$ cat config.mk
export PLATFORM = sky130hd
export DESIGN_NAME = err_aggr
export DESIGN_NICKNAME = d
export VERILOG_FILES = /design/src/rtl/err_aggr_pkg.sv /design/src/rtl/err_aggr_dp.sv /design/src/rtl/err_aggr_ctrl.sv /design/src/rtl/err_aggr.sv
export SDC_FILE = /design/constraint.sdc
export NUM_CORES = 1
export LEC_CHECK = 0
export ABC_AREA = 1
export BUFFER_PORTS_ARGS = -buffer_cell sky130_fd_sc_hd__buf_2
export CAP_MARGIN = 20
export CORE_UTILIZATION = 50
export CTS_BUF_LIST = sky130_fd_sc_hd__clkbuf_8
export CTS_CLUSTER_DIAMETER = 30
export CTS_CLUSTER_SIZE = 40
export DETAILED_ROUTE_END_ITERATION = 16
export PLACE_DENSITY = 0.9
export SLEW_MARGIN = 20
export SYNTH_ARGS = -nofsm -noshare
export SYNTH_HDL_FRONTEND = slang
export SYNTH_SLANG_ARGS = --single-unit
$ cat constraint.sdc
create_clock -name clk -period 2.6 [get_ports clk]
set_clock_uncertainty 0.05 [all_clocks]
set_input_delay 0.52 -clock clk [delete_from_list [all_inputs] [get_ports clk]]
set_output_delay 0.52 -clock clk [all_outputs]
set_load 0.02 [all_outputs]
$ cat src/rtl/err_aggr_pkg.sv
package err_aggr_pkg;
  parameter int unsigned SRC_N = 8;

  typedef struct packed {
    logic [SRC_N-1:0] enSet;
    logic [SRC_N-1:0] enClr;
    logic [SRC_N-1:0] pendClr;
  } ctrlStrobes_t;

  typedef enum logic [1:0] {
    W_REV  = 2'd0,
    W_EN   = 2'd1,
    W_PEND = 2'd2,
    W_STAT = 2'd3
  } wordSel_e;
endpackage

$ cat src/rtl/err_aggr_dp.sv
module err_aggr_dp import err_aggr_pkg::*; (
  input  logic             clk,
  input  logic             rstN,
  input  logic [SRC_N-1:0] evtPulse,
  input  ctrlStrobes_t     strb,
  output logic [SRC_N-1:0] pendVec,
  output logic [SRC_N-1:0] enVec,
  output logic             irq,
  output logic             idle
);
  for (genvar i = 0; i < SRC_N; i++) begin : g_src
    logic pendBit;
    logic enBit;

    always_ff @(posedge clk or negedge rstN) begin
      if (!rstN) begin
        pendBit <= 1'b0;
        enBit   <= 1'b0;
      end else begin
        pendBit <= evtPulse[i] | (pendBit & ~strb.pendClr[i]);
        enBit   <= ~strb.enClr[i] & (enBit | strb.enSet[i]);
      end
    end

    assign pendVec[i] = pendBit;
    assign enVec[i]   = enBit;

    p_evt_sets_r1: assert property (@(posedge clk) disable iff (!rstN)
      evtPulse[i] |=> pendVec[i]);
    p_sticky_r2: assert property (@(posedge clk) disable iff (!rstN)
      (pendVec[i] && !strb.pendClr[i]) |=> pendVec[i]);
    p_w1c_r3: assert property (@(posedge clk) disable iff (!rstN)
      (strb.pendClr[i] && !evtPulse[i]) |=> !pendVec[i]);
    p_en_clear_wins_r4: assert property (@(posedge clk) disable iff (!rstN)
      strb.enClr[i] |=> !enVec[i]);
  end

  always_ff @(posedge clk or negedge rstN) begin
    if (!rstN) irq <= 1'b0;
    else       irq <= |(pendVec & enVec);
  end

  assign idle = ~|pendVec;

  p_irq_quiet_r5: assert property (@(posedge clk) disable iff (!rstN)
    ((pendVec & enVec) == '0) |=> !irq);
endmodule

$ cat src/rtl/err_aggr_ctrl.sv
module err_aggr_ctrl import err_aggr_pkg::*; #(
  parameter int unsigned AW      = 4,
  parameter int unsigned DW      = 32,
  parameter logic [7:0]  REV_MAJ = 8'd2,
  parameter logic [7:0]  REV_MIN = 8'd1,
  parameter logic [7:0]  REV_RTL = 8'd1
) (
  input  logic             clk,
  input  logic             rstN,
  input  logic             reqValid,
  input  logic             reqWrite,
  input  logic [AW-1:0]    reqAddr,
  input  logic [DW-1:0]    reqWdata,
  output logic             reqReady,
  output logic             rspValid,
  output logic [DW-1:0]    rspRdata,
  input  logic             stopReq,
  output logic             stopAck,
  input  logic [SRC_N-1:0] pendVec,
  input  logic [SRC_N-1:0] enVec,
  input  logic             idle,
  output ctrlStrobes_t     strb
);
  localparam int unsigned IDLE_BIT = 16;
  localparam int unsigned ACK_BIT  = 17;

  wordSel_e   word;
  logic       wrEn;
  logic       rdEn;
  logic [DW-1:0] rdMux;
  logic       unusedBits;

  assign word       = wordSel_e'(reqAddr[3:2]);
  assign wrEn       = reqValid & reqWrite;
  assign rdEn       = reqValid & ~reqWrite;
  assign reqReady   = 1'b1;
  assign unusedBits = ^{reqWdata[DW-1:2*SRC_N], reqAddr[1:0]};

  always_comb begin
    strb = '0;
    if (wrEn && word == W_EN) begin
      strb.enSet = reqWdata[SRC_N-1:0];
      strb.enClr = reqWdata[2*SRC_N-1:SRC_N];
    end
    if (wrEn && word == W_PEND) strb.pendClr = reqWdata[SRC_N-1:0];
  end

  always_comb begin
    rdMux = '0;
    unique case (word)
      W_REV: begin
        rdMux[23:16] = REV_MAJ;
        rdMux[15:8]  = REV_MIN;
        rdMux[7:0]   = REV_RTL;
      end
      W_EN:   rdMux[SRC_N-1:0] = enVec;
      W_PEND: rdMux[SRC_N-1:0] = pendVec;
      W_STAT: begin
        rdMux[SRC_N-1:0] = pendVec & enVec;
        rdMux[IDLE_BIT]  = idle;
        rdMux[ACK_BIT]   = stopAck;
      end
    endcase
  end

  always_ff @(posedge clk or negedge rstN) begin
    if (!rstN) begin
      rspValid <= 1'b0;
      rspRdata <= '0;
      stopAck  <= 1'b0;
    end else begin
      rspValid <= rdEn;
      rspRdata <= rdEn ? rdMux : '0;
      stopAck  <= stopReq & (stopAck | idle);
    end
  end

  p_ack_needs_idle_r7: assert property (@(posedge clk) disable iff (!rstN)
    $rose(stopAck) |-> $past(idle));
  p_ack_hold_r8: assert property (@(posedge clk) disable iff (!rstN)
    (stopAck && stopReq) |=> stopAck);
  p_ack_release_r8: assert property (@(posedge clk) disable iff (!rstN)
    !stopReq |=> !stopAck);
  p_rsp_follows_read_r10: assert property (@(posedge clk) disable iff (!rstN)
    rdEn |=> rspValid);
endmodule

$ cat src/rtl/err_aggr.sv
module err_aggr import err_aggr_pkg::*; #(
  parameter int unsigned ADDR_W  = 4,
  parameter int unsigned DATA_W  = 32,
  parameter logic [7:0]  REV_MAJ = 8'd2,
  parameter logic [7:0]  REV_MIN = 8'd1,
  parameter logic [7:0]  REV_RTL = 8'd1
) (
  input  logic              clk,
  input  logic              rstN,
  input  logic [SRC_N-1:0]  evtPulse,
  input  logic              reqValid,
  input  logic              reqWrite,
  input  logic [ADDR_W-1:0] reqAddr,
  input  logic [DATA_W-1:0] reqWdata,
  output logic              reqReady,
  output logic              rspValid,
  output logic [DATA_W-1:0] rspRdata,
  input  logic              stopReq,
  output logic              stopAck,
  output logic              irq,
  output logic              idle
);
  ctrlStrobes_t     strb;
  logic [SRC_N-1:0] pendVec;
  logic [SRC_N-1:0] enVec;

  err_aggr_ctrl #(
    .AW(ADDR_W), .DW(DATA_W),
    .REV_MAJ(REV_MAJ), .REV_MIN(REV_MIN), .REV_RTL(REV_RTL)
  ) u_ctrl (
    .clk(clk), .rstN(rstN),
    .reqValid(reqValid), .reqWrite(reqWrite), .reqAddr(reqAddr), .reqWdata(reqWdata),
    .reqReady(reqReady), .rspValid(rspValid), .rspRdata(rspRdata),
    .stopReq(stopReq), .stopAck(stopAck),
    .pendVec(pendVec), .enVec(enVec), .idle(idle), .strb(strb)
  );

  err_aggr_dp u_dp (
    .clk(clk), .rstN(rstN), .evtPulse(evtPulse), .strb(strb),
    .pendVec(pendVec), .enVec(enVec), .irq(irq), .idle(idle)
  );
endmodule

==> flow_metrics.py, run 1 <==
metrics = {
    "floorplan": {
        "core-area_sq_mm": 0.00313,
        "initial_core_util_pct": 53.6,
        "io_pins": 86,
        "die_h_microns": 59.9,
        "die_x_microns": 59.9,
        "std_cell_rows": 20,
        "dieArea_sq_mm": 0.00359,
    },
    "sta": {
        "slew_headroom_pct": 54.1,
        "setup_viol": 0,
        "max_freq_mhz": 552,
        "timing.final.crit_share_pct": 69.7,
        "slew_violations": 0,
        "grt_setup_unrepaired": "no",
        "fin_crit_ns": 1.81,
        "tightestPinTransition_ns": 0.689,
        "hold_viol": 0,
        "tns_ns": 0,
    },
    "layout": {
        "stdcell_count": 280,
        "layout_common_cells": "buf_2, nand2_1, dfrtp_1",
        "final_common_cell": "buf_2",
        "seqCellArea_sq_um": 751,
        "layout.nets": 291,
        "drive_above_1_share_pct": 24.2,
        "diodes": 0,
        "fill_cells": 281,
        "multiInputGateArea_sq_um": 697,
        "syn2layout_area_growth_pct": 13.0,
    },
    "power_and_ir_drop": {
        "ir_drop_mv": 0.279,
        "leakagePower_nw": 1.00,
        "powerDensity_mw_per_mm2": 554,
    },
    "logic_synthesis": {
        "synth_xor_area_share_pct": 0,
        "yosysWarnings": 0,
        "synth-edff-count": 0,
        "synthAdderAreaFrac_pct": 4.48,
        "synth_area_leaders": "dfrtp_1, buf_4, nand2_1",
        "synth_mux_area_share_pct": 0,
        "syn_area_per_cell_sq_um": 8.78,
        "synth_top_area_share_pct": 44.8,
        "yosysTopAreaCell": "dfrtp_1",
        "synth-simple-area-share_pct": 23.0,
        "synth_top_family_by_area": "simple AND/OR/NAND/NOR gates",
        "ys_ff_latch": 30,
        "synth_cell_types": 23,
        "synth_area_sq_mm": 0.00168,
        "ys_seq_area_share_pct": 44.8,
        "synth_compound_area_share_pct": 9.18,
        "ys.flop_type": "dfrtp_1",
        "synthArstFlopShare_pct": 100,
        "netlist_instances": 191,
    },
    "worst_setup_path": {
        "crit_path_max_incr_delay_ns": 0.43,
        "start_kind": "flop",
        "critPathTopFamily": "flip-flops",
        "required_ns": 2.03,
        "cp_cell_sequence": "nor2_1 > nand2_1 > nor2_1 > buf_2",
        "cp_max_fo": 5,
        "cp_data_arrival_time_ns": 1.24,
        "criticalPathCategory": "flop to output pin",
        "crit_path_end_kind": "output pin",
        "path_buf_inv": 1,
        "crit_top_cell": "nor2_1",
        "cp_slowest_cell": "dfrtp_1",
    },
    "grt": {
        "antenna_found_initial": 0,
        "grt_use_total_pct": 18.4,
        "grt_pass1_wl_microns": 4710,
        "grt_max_degree": 31,
        "grt_pass1_vias": 1106,
        "overflow": 0,
    },
    "clock_network": {
        "clock-root-buffer": "clkbuf_8",
        "cts.sinks": 30,
        "clk_latency_ns": 0.28,
        "cts_made_buffers": 5,
        "cts_tree": "done",
        "cts.htree.levels": 2,
        "clockBufferDepth": 2,
        "cts-hold-fix-buffers": 0,
        "cts_setup_buffers": 0,
        "cts-resized-gates": 0,
        "path_clk_slew_ns": 0.06,
    },
    "run_status": {
        "status": "finished clean",
    },
    "min_path": {
        "hp-class": "input port to async pin",
    },
    "placed_design": {
        "place_hpwl_microns": 2310,
        "portBuffers": 45,
        "gp_congestion": 0.892,
        "dp.cells": 273,
    },
    "flow_run": {
        "drv_cap": 0,
    },
    "routing": {
        "num_vias": 1308,
        "totalWireLength_microns": 3010,
        "drt_iter0_drc": 34,
        "route.detailed.drc": 0,
        "first_pass_iters": 4,
        "via_per_inst": 4.67,
        "wl_per_cell_microns": 10.7,
        "drtAntennaViolNets": 0,
    },
}
worst paths after layout:
path / startpoint / endpoint / slack (ns) / cells after the start
setup / recovery: u_dp.g_src[6].pendBit / idle / 0.79 / 4
hold / removal: rstN / u_dp.g_src[7].enBit / 0.21 / 1
setup reg to reg: u_dp.g_src[0].pendBit / u_dp.irq / 1.53 / 3
hold reg to reg: u_dp.g_src[0].enBit / u_dp.g_src[0].enBit / 0.49 / 1
max in group asynchronous: rstN / u_ctrl.rspRdata[8] / 1.89 / 1
min in group clk: evtPulse[3] / u_dp.g_src[3].pendBit / 0.37 / 3
stage by stage:
step | utilization [%] | total power [W] | hold slack, ns | area [sq um] | worst slack (ns)
after floorplan | - | 0.000700 | 0.174 | 1750 | 1.14
after global placement | 58.1 | 0.000727 | 0.458 | 1820 | 0.685
after detailed placement | 58.1 | 0.000736 | 0.489 | 1820 | 0.642
after CTS | 60.6 | 0.00106 | 0.219 | 1890 | 0.771
after global routing | 60.6 | 0.00111 | 0.262 | 1890 | 0.702
final | 60.6 | 0.00105 | 0.209 | 1890 | 0.788
final cells by class:
cell class              count  share of cell area, %
flip-flops and latches     30                   39.6
multi-input cells         130                   36.8
repair buffers             45                   11.9
inverters                  24                   4.76
clock buffers               5                   3.63
well taps                  44                   2.91
clock inverters             2                  0.396
registers in the layout (all words and copies together) (netlist names):
name                count
u_ctrl.rspValid         1
u_dp.g_src.enBit        8
u_dp.g_src.pendBit      8
u_ctrl.stopAck          1
u_ctrl.rspRdata        11
u_dp.irq                1
synthesized netlist by cell type, types with 2 or more instances:
cell	number
a21oi_1	2
o21ai_0	8
nand4_1	10
buf_4	23
nand2_1	35
o21a_1	8
nand3_4	2
dfrtp_1	30
buf_6	2
nand3_1	8
conb_1	2
ha_1	6
a31oi_1	7
nor2_1	17
inv_1	23
kinds of logic (layout without fill, tap and decap cells):
kind of cell	Yosys count	in the layout
compound gates	25	25
fa+ha+maj	6	6
buf+inv	51	76
flops	30	30
other cells	2	22
simple gates	77	77
power by group:
group / switching (W) / leakage [nW] / internal [W]
sequential: 0.0000379 / 0.354 / 0.000506
combinational: 0.000116 / 0.601 / 0.0000690
clock: 0.000146 / 0.0466 / 0.000175
per-layer routing:
metal  track usage (%)  part of all wire, %
met1              21.0                   45
met2              30.5                   47
met3              6.93                  6.5
met4              8.31                  1.5
met5                 0                    0
No activity file was read; power rests on OpenSTA's default activity.
==> run 2: changes to the inputs <==
- CORE_UTILIZATION: 50 -> 47
- PLACE_DENSITY: 0.9 -> 0.85
- clock period: 2.6 -> 1.7 ns (I/O delays scaled with it)
==> run 2 against run 1 <==
Net effect: count of clock-buffer cells in the layout grew 3; global-route usage is 0.18 points lower; sequential cell count unchanged; via count is 3.4% higher; sequential share of layout area decreased by 1.3 points; worst setup slack lost 0.73 ns; cell area up 3.4%; wire length shrank 0.27%; total power is 69% higher; clock power grew 100%; critical path type unchanged; largest cell class unchanged; largest power group unchanged.
==> flow_metrics.py, run 2 (synthesis gave the netlist of run 1 again) <==
metrics = {
    "run_status": {
        "status": "finished clean",
    },
    "worst_setup_path": {
        "r2r_slack_ns": 0.63,
        "path_buf_inv": 1,
        "cp_data_arrival_time_ns": 1.25,
        "crit_path_max_incr_delay_ns": 0.43,
        "cp_max_fo": 5,
        "crit_path_end_kind": "output pin",
        "cp_cell_sequence": "nor2_1 > nand2_1 > nor2_2 > buf_4",
        "critPathTopFamily": "flip-flops",
        "start_kind": "flop",
        "criticalPathCategory": "flop to output pin",
        "required_ns": 1.31,
        "cp_slowest_cell": "dfrtp_1",
    },
    "layout": {
        "largest_register_ffs": 11,
        "diodes": 0,
        "drive_above_1_share_pct": 26.7,
        "layout.nets": 294,
        "layout_common_cells": "buf_2, nand2_1, dfrtp_1",
        "final_common_cell": "buf_2",
        "reg.largest.list": "u_ctrl.rspRdata x11, u_dp.g_src.enBit x8, u_dp.g_src.pendBit x8",
        "multiInputGateArea_sq_um": 699,
        "top_register": "u_ctrl.rspRdata",
        "syn2layout_area_growth_pct": 16.8,
        "postLayoutCoreUtil_pct": 57.8,
        "seqCellArea_sq_um": 751,
        "fill_cells": 328,
        "design_area_sq_mm": 0.00196,
    },
    "routing": {
        "wl_per_cell_microns": 10.5,
        "drt_iter0_drc": 24,
        "via_per_inst": 4.73,
        "drtAntennaViolNets": 0,
        "route.detailed.drc": 0,
        "totalWireLength_microns": 3000,
        "num_vias": 1353,
        "first_pass_iters": 4,
    },
    "clock_network": {
        "cts.htree.levels": 2,
        "cts_setup_buffers": 0,
        "cts_tree": "done",
        "clock-root-buffer": "clkbuf_8",
        "clockBufferDepth": 2,
        "clk_latency_ns": 0.28,
        "cts_made_buffers": 5,
        "cts.sinks": 30,
        "path_clk_slew_ns": 0.06,
    },
    "placed_design": {
        "portBuffers": 45,
        "gp_congestion": 0.790,
        "placed_cell_area_sq_mm": 0.00184,
        "place_hpwl_microns": 2300,
    },
    "floorplan": {
        "dieArea_sq_mm": 0.00381,
        "io_pins": 86,
        "die_h_microns": 61.7,
        "initial_core_util_pct": 49.5,
        "core-area_sq_mm": 0.00339,
        "die_x_microns": 61.7,
        "std_cell_rows": 21,
    },
    "power_and_ir_drop": {
        "powerDensity_mw_per_mm2": 906,
        "leakagePower_nw": 1.03,
        "ir_drop_mv": 0.436,
        "total_power_w": 0.00177,
    },
    "grt": {
        "grt_pass1_vias": 1102,
        "overflow": 0,
        "grt_use_total_pct": 18.2,
        "grt_pass1_wl_microns": 4800,
        "antenna_found_initial": 0,
        "grt_max_degree": 31,
    },
    "sta": {
        "tns_ns": 0,
        "hold_viol": 0,
        "tightestPinTransition_ns": 0.624,
        "max_freq_mhz": 611,
        "timing.final.crit_share_pct": 96.3,
        "slew_headroom_pct": 58.4,
        "slew_violations": 0,
        "grt_setup_unrepaired": "no",
        "setup_viol": 0,
        "fin_crit_ns": 1.64,
    },
    "min_path": {
        "hp-class": "input port to async pin",
    },
    "flow_run": {
        "drv_cap": 0,
    },
}
[run 2: report_power, final]
part / leakage, nW / internal [W] / switching, W / total (W)
Combinational: 0.617 / 0.000109 / 0.000179 / 0.000288
Sequential: 0.354 / 0.000773 / 0.0000543 / 0.000828
Clock: 0.0575 / 0.000408 / 0.000250 / 0.000657
[run 2: layer usage]
metal	wire [microns]	global-route usage (%)	up-vias
met3	217	5.38	9
met1	1270	20.7	605
met4	80	11.4	0
met5	0	0	-
met2	1430	30.1	73
li1	-	-	666
[run 2: timing repair]
action                                  in CTS  in global routing
resized for setup                            0                  2
endpoints found under the setup margin       0                  1
hold buffers                                 0                  0
[run 2: final timing paths]
path                                  startpoint               endpoint  cells after the start
setup / recovery           u_dp.g_src[5].pendBit                   idle                      4
hold / removal                              rstN  u_dp.g_src[3].pendBit                      1
setup reg to reg           u_dp.g_src[5].pendBit         u_ctrl.stopAck                      5
hold reg to reg              u_dp.g_src[3].enBit    u_dp.g_src[3].enBit                      1
max in group asynchronous                   rstN    u_ctrl.rspRdata[17]                      1
min in group clk                     evtPulse[5]  u_dp.g_src[5].pendBit                      3
[run 2: layout make-up]
cell class,count,share of cell area [%]
tap,46,2.94
timing repair buffer,48,12.8
multi-input combinational,130,35.7
clock buffer,8,5.62
sequential,30,38.3
inverter,24,4.60
[run 2: stage by stage]
| stage | hold WS [ns] | cells | setup WS, ns |
|---|---|---|---|
| 2_1_floorplan | -0.00559 | 211 | 0.425 |
| 3_3_place_gp | 0.342 | 278 | 0.296 |
| 3_5_place_dp | 0.341 | 278 | 0.255 |
| 4_1_cts | 0.0361 | 286 | 0.00660 |
| 5_1_grt | 0.0587 | 286 | 0.00216 |
| 6_report | 0.0178 | 286 | 0.0627 |
[run 2: worst register-to-register path: stages (launching register included)]
cell and delay [ns]:
dfrtp_1 0.43, nor2_1 0.15, nand2_1 0.10, nor2_2 0.14, nor2_1 0.05, nor2_1 0.09
==> run 3: changes to the inputs <==
==> constraint.sdc (replaced) <==
create_clock -name clk -period 1.7 [get_ports clk]
set_clock_uncertainty 0.05 [all_clocks]
set_input_delay 0.17 -clock clk [delete_from_list [all_inputs] [get_ports clk]]
set_output_delay 0.17 -clock clk [all_outputs]
set_load 0.02 [all_outputs]
==> run 3 against run 2 <==
Net effect: global-route usage decreased by 0.10 points; critical path depth is the same; worst setup slack improved by 0.12 ns; clock power is 1% higher; hold slack got worse by 0.0053 ns; sequential share of layout area hardly changed; combinational power about the same; largest cell class unchanged; largest power group unchanged.
==> flow_metrics.py, run 3 (synthesis gave the netlist of run 1 again) <==
metrics = {
    "run_status": {
        "status": "finished clean",
    },
    "min_path": {
        "hp-class": "input port to flop",
        "whs_path_depth": 3,
    },
    "layout": {
        "top_register": "u_ctrl.rspRdata",
        "stdcell_count": 286,
        "syn2layout_area_growth_pct": 16.6,
        "largest_register_ffs": 11,
        "layout_common_cells": "buf_2, nand2_1, dfrtp_1",
        "drive_above_1_share_pct": 25.8,
        "final_common_cell": "buf_2",
        "layout.nets": 294,
        "fill_cells": 329,
        "diodes": 0,
        "design_area_sq_mm": 0.00196,
        "reg.largest.list": "u_ctrl.rspRdata x11, u_dp.g_src.enBit x8, u_dp.g_src.pendBit x8",
    },
    "grt": {
        "overflow": 0,
        "grt_pass1_vias": 1156,
        "grt_pass1_wl_microns": 4900,
        "antenna_found_initial": 0,
        "grt_use_total_pct": 18.1,
        "grt_max_degree": 31,
    },
    "worst_setup_path": {
        "ff2ff_path_depth": 5,
        "crit_path_end_kind": "output pin",
        "required_ns": 1.48,
        "crit_path_max_incr_delay_ns": 0.43,
        "start_kind": "flop",
        "cp_data_arrival_time_ns": 1.30,
        "cp_slowest_cell": "dfrtp_1",
        "cp_cell_sequence": "nor2_1 > nand2_1 > nor2_1 > buf_2",
        "cp_max_fo": 5,
        "crit_top_cell": "nor2_1",
        "criticalPathCategory": "flop to output pin",
    },
    "clock_network": {
        "cts_setup_buffers": 0,
        "clockBufferDepth": 2,
        "cts-resized-gates": 0,
        "cts.sinks": 30,
        "cts-hold-fix-buffers": 1,
        "cts_made_buffers": 5,
        "path_clk_slew_ns": 0.07,
        "clock-root-buffer": "clkbuf_8",
        "cts.htree.levels": 2,
        "clk_latency_ns": 0.28,
        "cts_tree": "done",
    },
    "sta": {
        "timing.final.crit_share_pct": 89.1,
        "grt_setup_unrepaired": "no",
        "tightestPinTransition_ns": 0.639,
        "slew_headroom_pct": 57.4,
        "tns_ns": 0,
        "hold_viol": 0,
        "setup_viol": 0,
        "fin_crit_ns": 1.52,
        "slew_violations": 0,
        "holdWs_ns": 0.0126,
        "max_freq_mhz": 660,
    },
    "placed_design": {
        "portBuffers": 45,
        "placed_cell_area_sq_mm": 0.00184,
        "gp_congestion": 0.817,
        "dp.cells": 277,
        "place_hpwl_microns": 2290,
    },
    "floorplan": {
        "dieArea_sq_mm": 0.00381,
        "die_h_microns": 61.7,
        "core-area_sq_mm": 0.00339,
        "std_cell_rows": 21,
        "initial_core_util_pct": 49.5,
        "io_pins": 86,
        "die_x_microns": 61.7,
    },
    "routing": {
        "drtAntennaViolNets": 0,
        "route.detailed.drc": 0,
        "first_pass_iters": 4,
        "drt_iter0_drc": 27,
        "num_vias": 1305,
        "via_per_inst": 4.56,
        "totalWireLength_microns": 2990,
        "wl_per_cell_microns": 10.4,
    },
    "power_and_ir_drop": {
        "ir_drop_mv": 0.414,
        "powerDensity_mw_per_mm2": 910,
        "leakagePower_nw": 1.03,
    },
    "flow_run": {
        "drv_cap": 0,
    },
}
[run 3: cell types whose count changed in the layout (fill, tap and decap cells not counted), sizes merged]
| cell | before | now |
|---|---|---|
| dlygate4sd3 | 0 | 1 |
| buf | 48 | 47 |
[run 3: layer usage]
layer	GRT usage (%)	vias up	wire length, microns
met4	7.62	0	21
li1	-	662	-
met1	21.3	579	1290
met5	0	-	0
met3	4.76	3	213
met2	31.3	61	1460
[run 3: final cells by class]
class,count,area [sq um],area share [%]
clock buffer,8,110,5.63
inverter,24,90.1,4.61
multi-input combinational,130,697,35.6
sequential,30,751,38.4
tap,46,57.6,2.94
timing repair buffer,48,250,12.8
[run 3: path summary, 6_finish.rpt]
path,from,end,slack [ns]
hold / removal,evtPulse[1],u_dp.g_src[1].pendBit,0.01
min in group asynchronous,rstN,u_dp.g_src[7].pendBit,0.40
setup / recovery,u_dp.g_src[5].pendBit,idle,0.18
setup reg to reg,u_dp.g_src[5].pendBit,u_ctrl.stopAck,0.60
max in group asynchronous,rstN,u_ctrl.rspRdata[17],0.78
hold reg to reg,u_dp.g_src[0].enBit,u_dp.g_src[0].enBit,0.47
[run 3: where the power goes]
part	switching [W]	internal (W)	leakage, nW
registers	0.0000517	0.000773	0.354
clock network	0.000257	0.000408	0.0575
logic	0.000181	0.000109	0.616
[run 3: critical path: cells and delay by family, from the launching register on]
family                 cells  cell delay [ns]
buffers and inverters      1             0.19
DFF                        1             0.43
and+or+nand+nor            3             0.40
[run 3: through the flow]
step                      setup WS [ns]  total power, W  utilization (%)
after floorplan                   0.543         0.00107                -
after global placement            0.471         0.00112             54.2
after detailed placement          0.416         0.00113             54.2
after CTS                         0.191         0.00179             57.7
after global routing             0.0890         0.00187             57.7
final                             0.184         0.00178             57.7
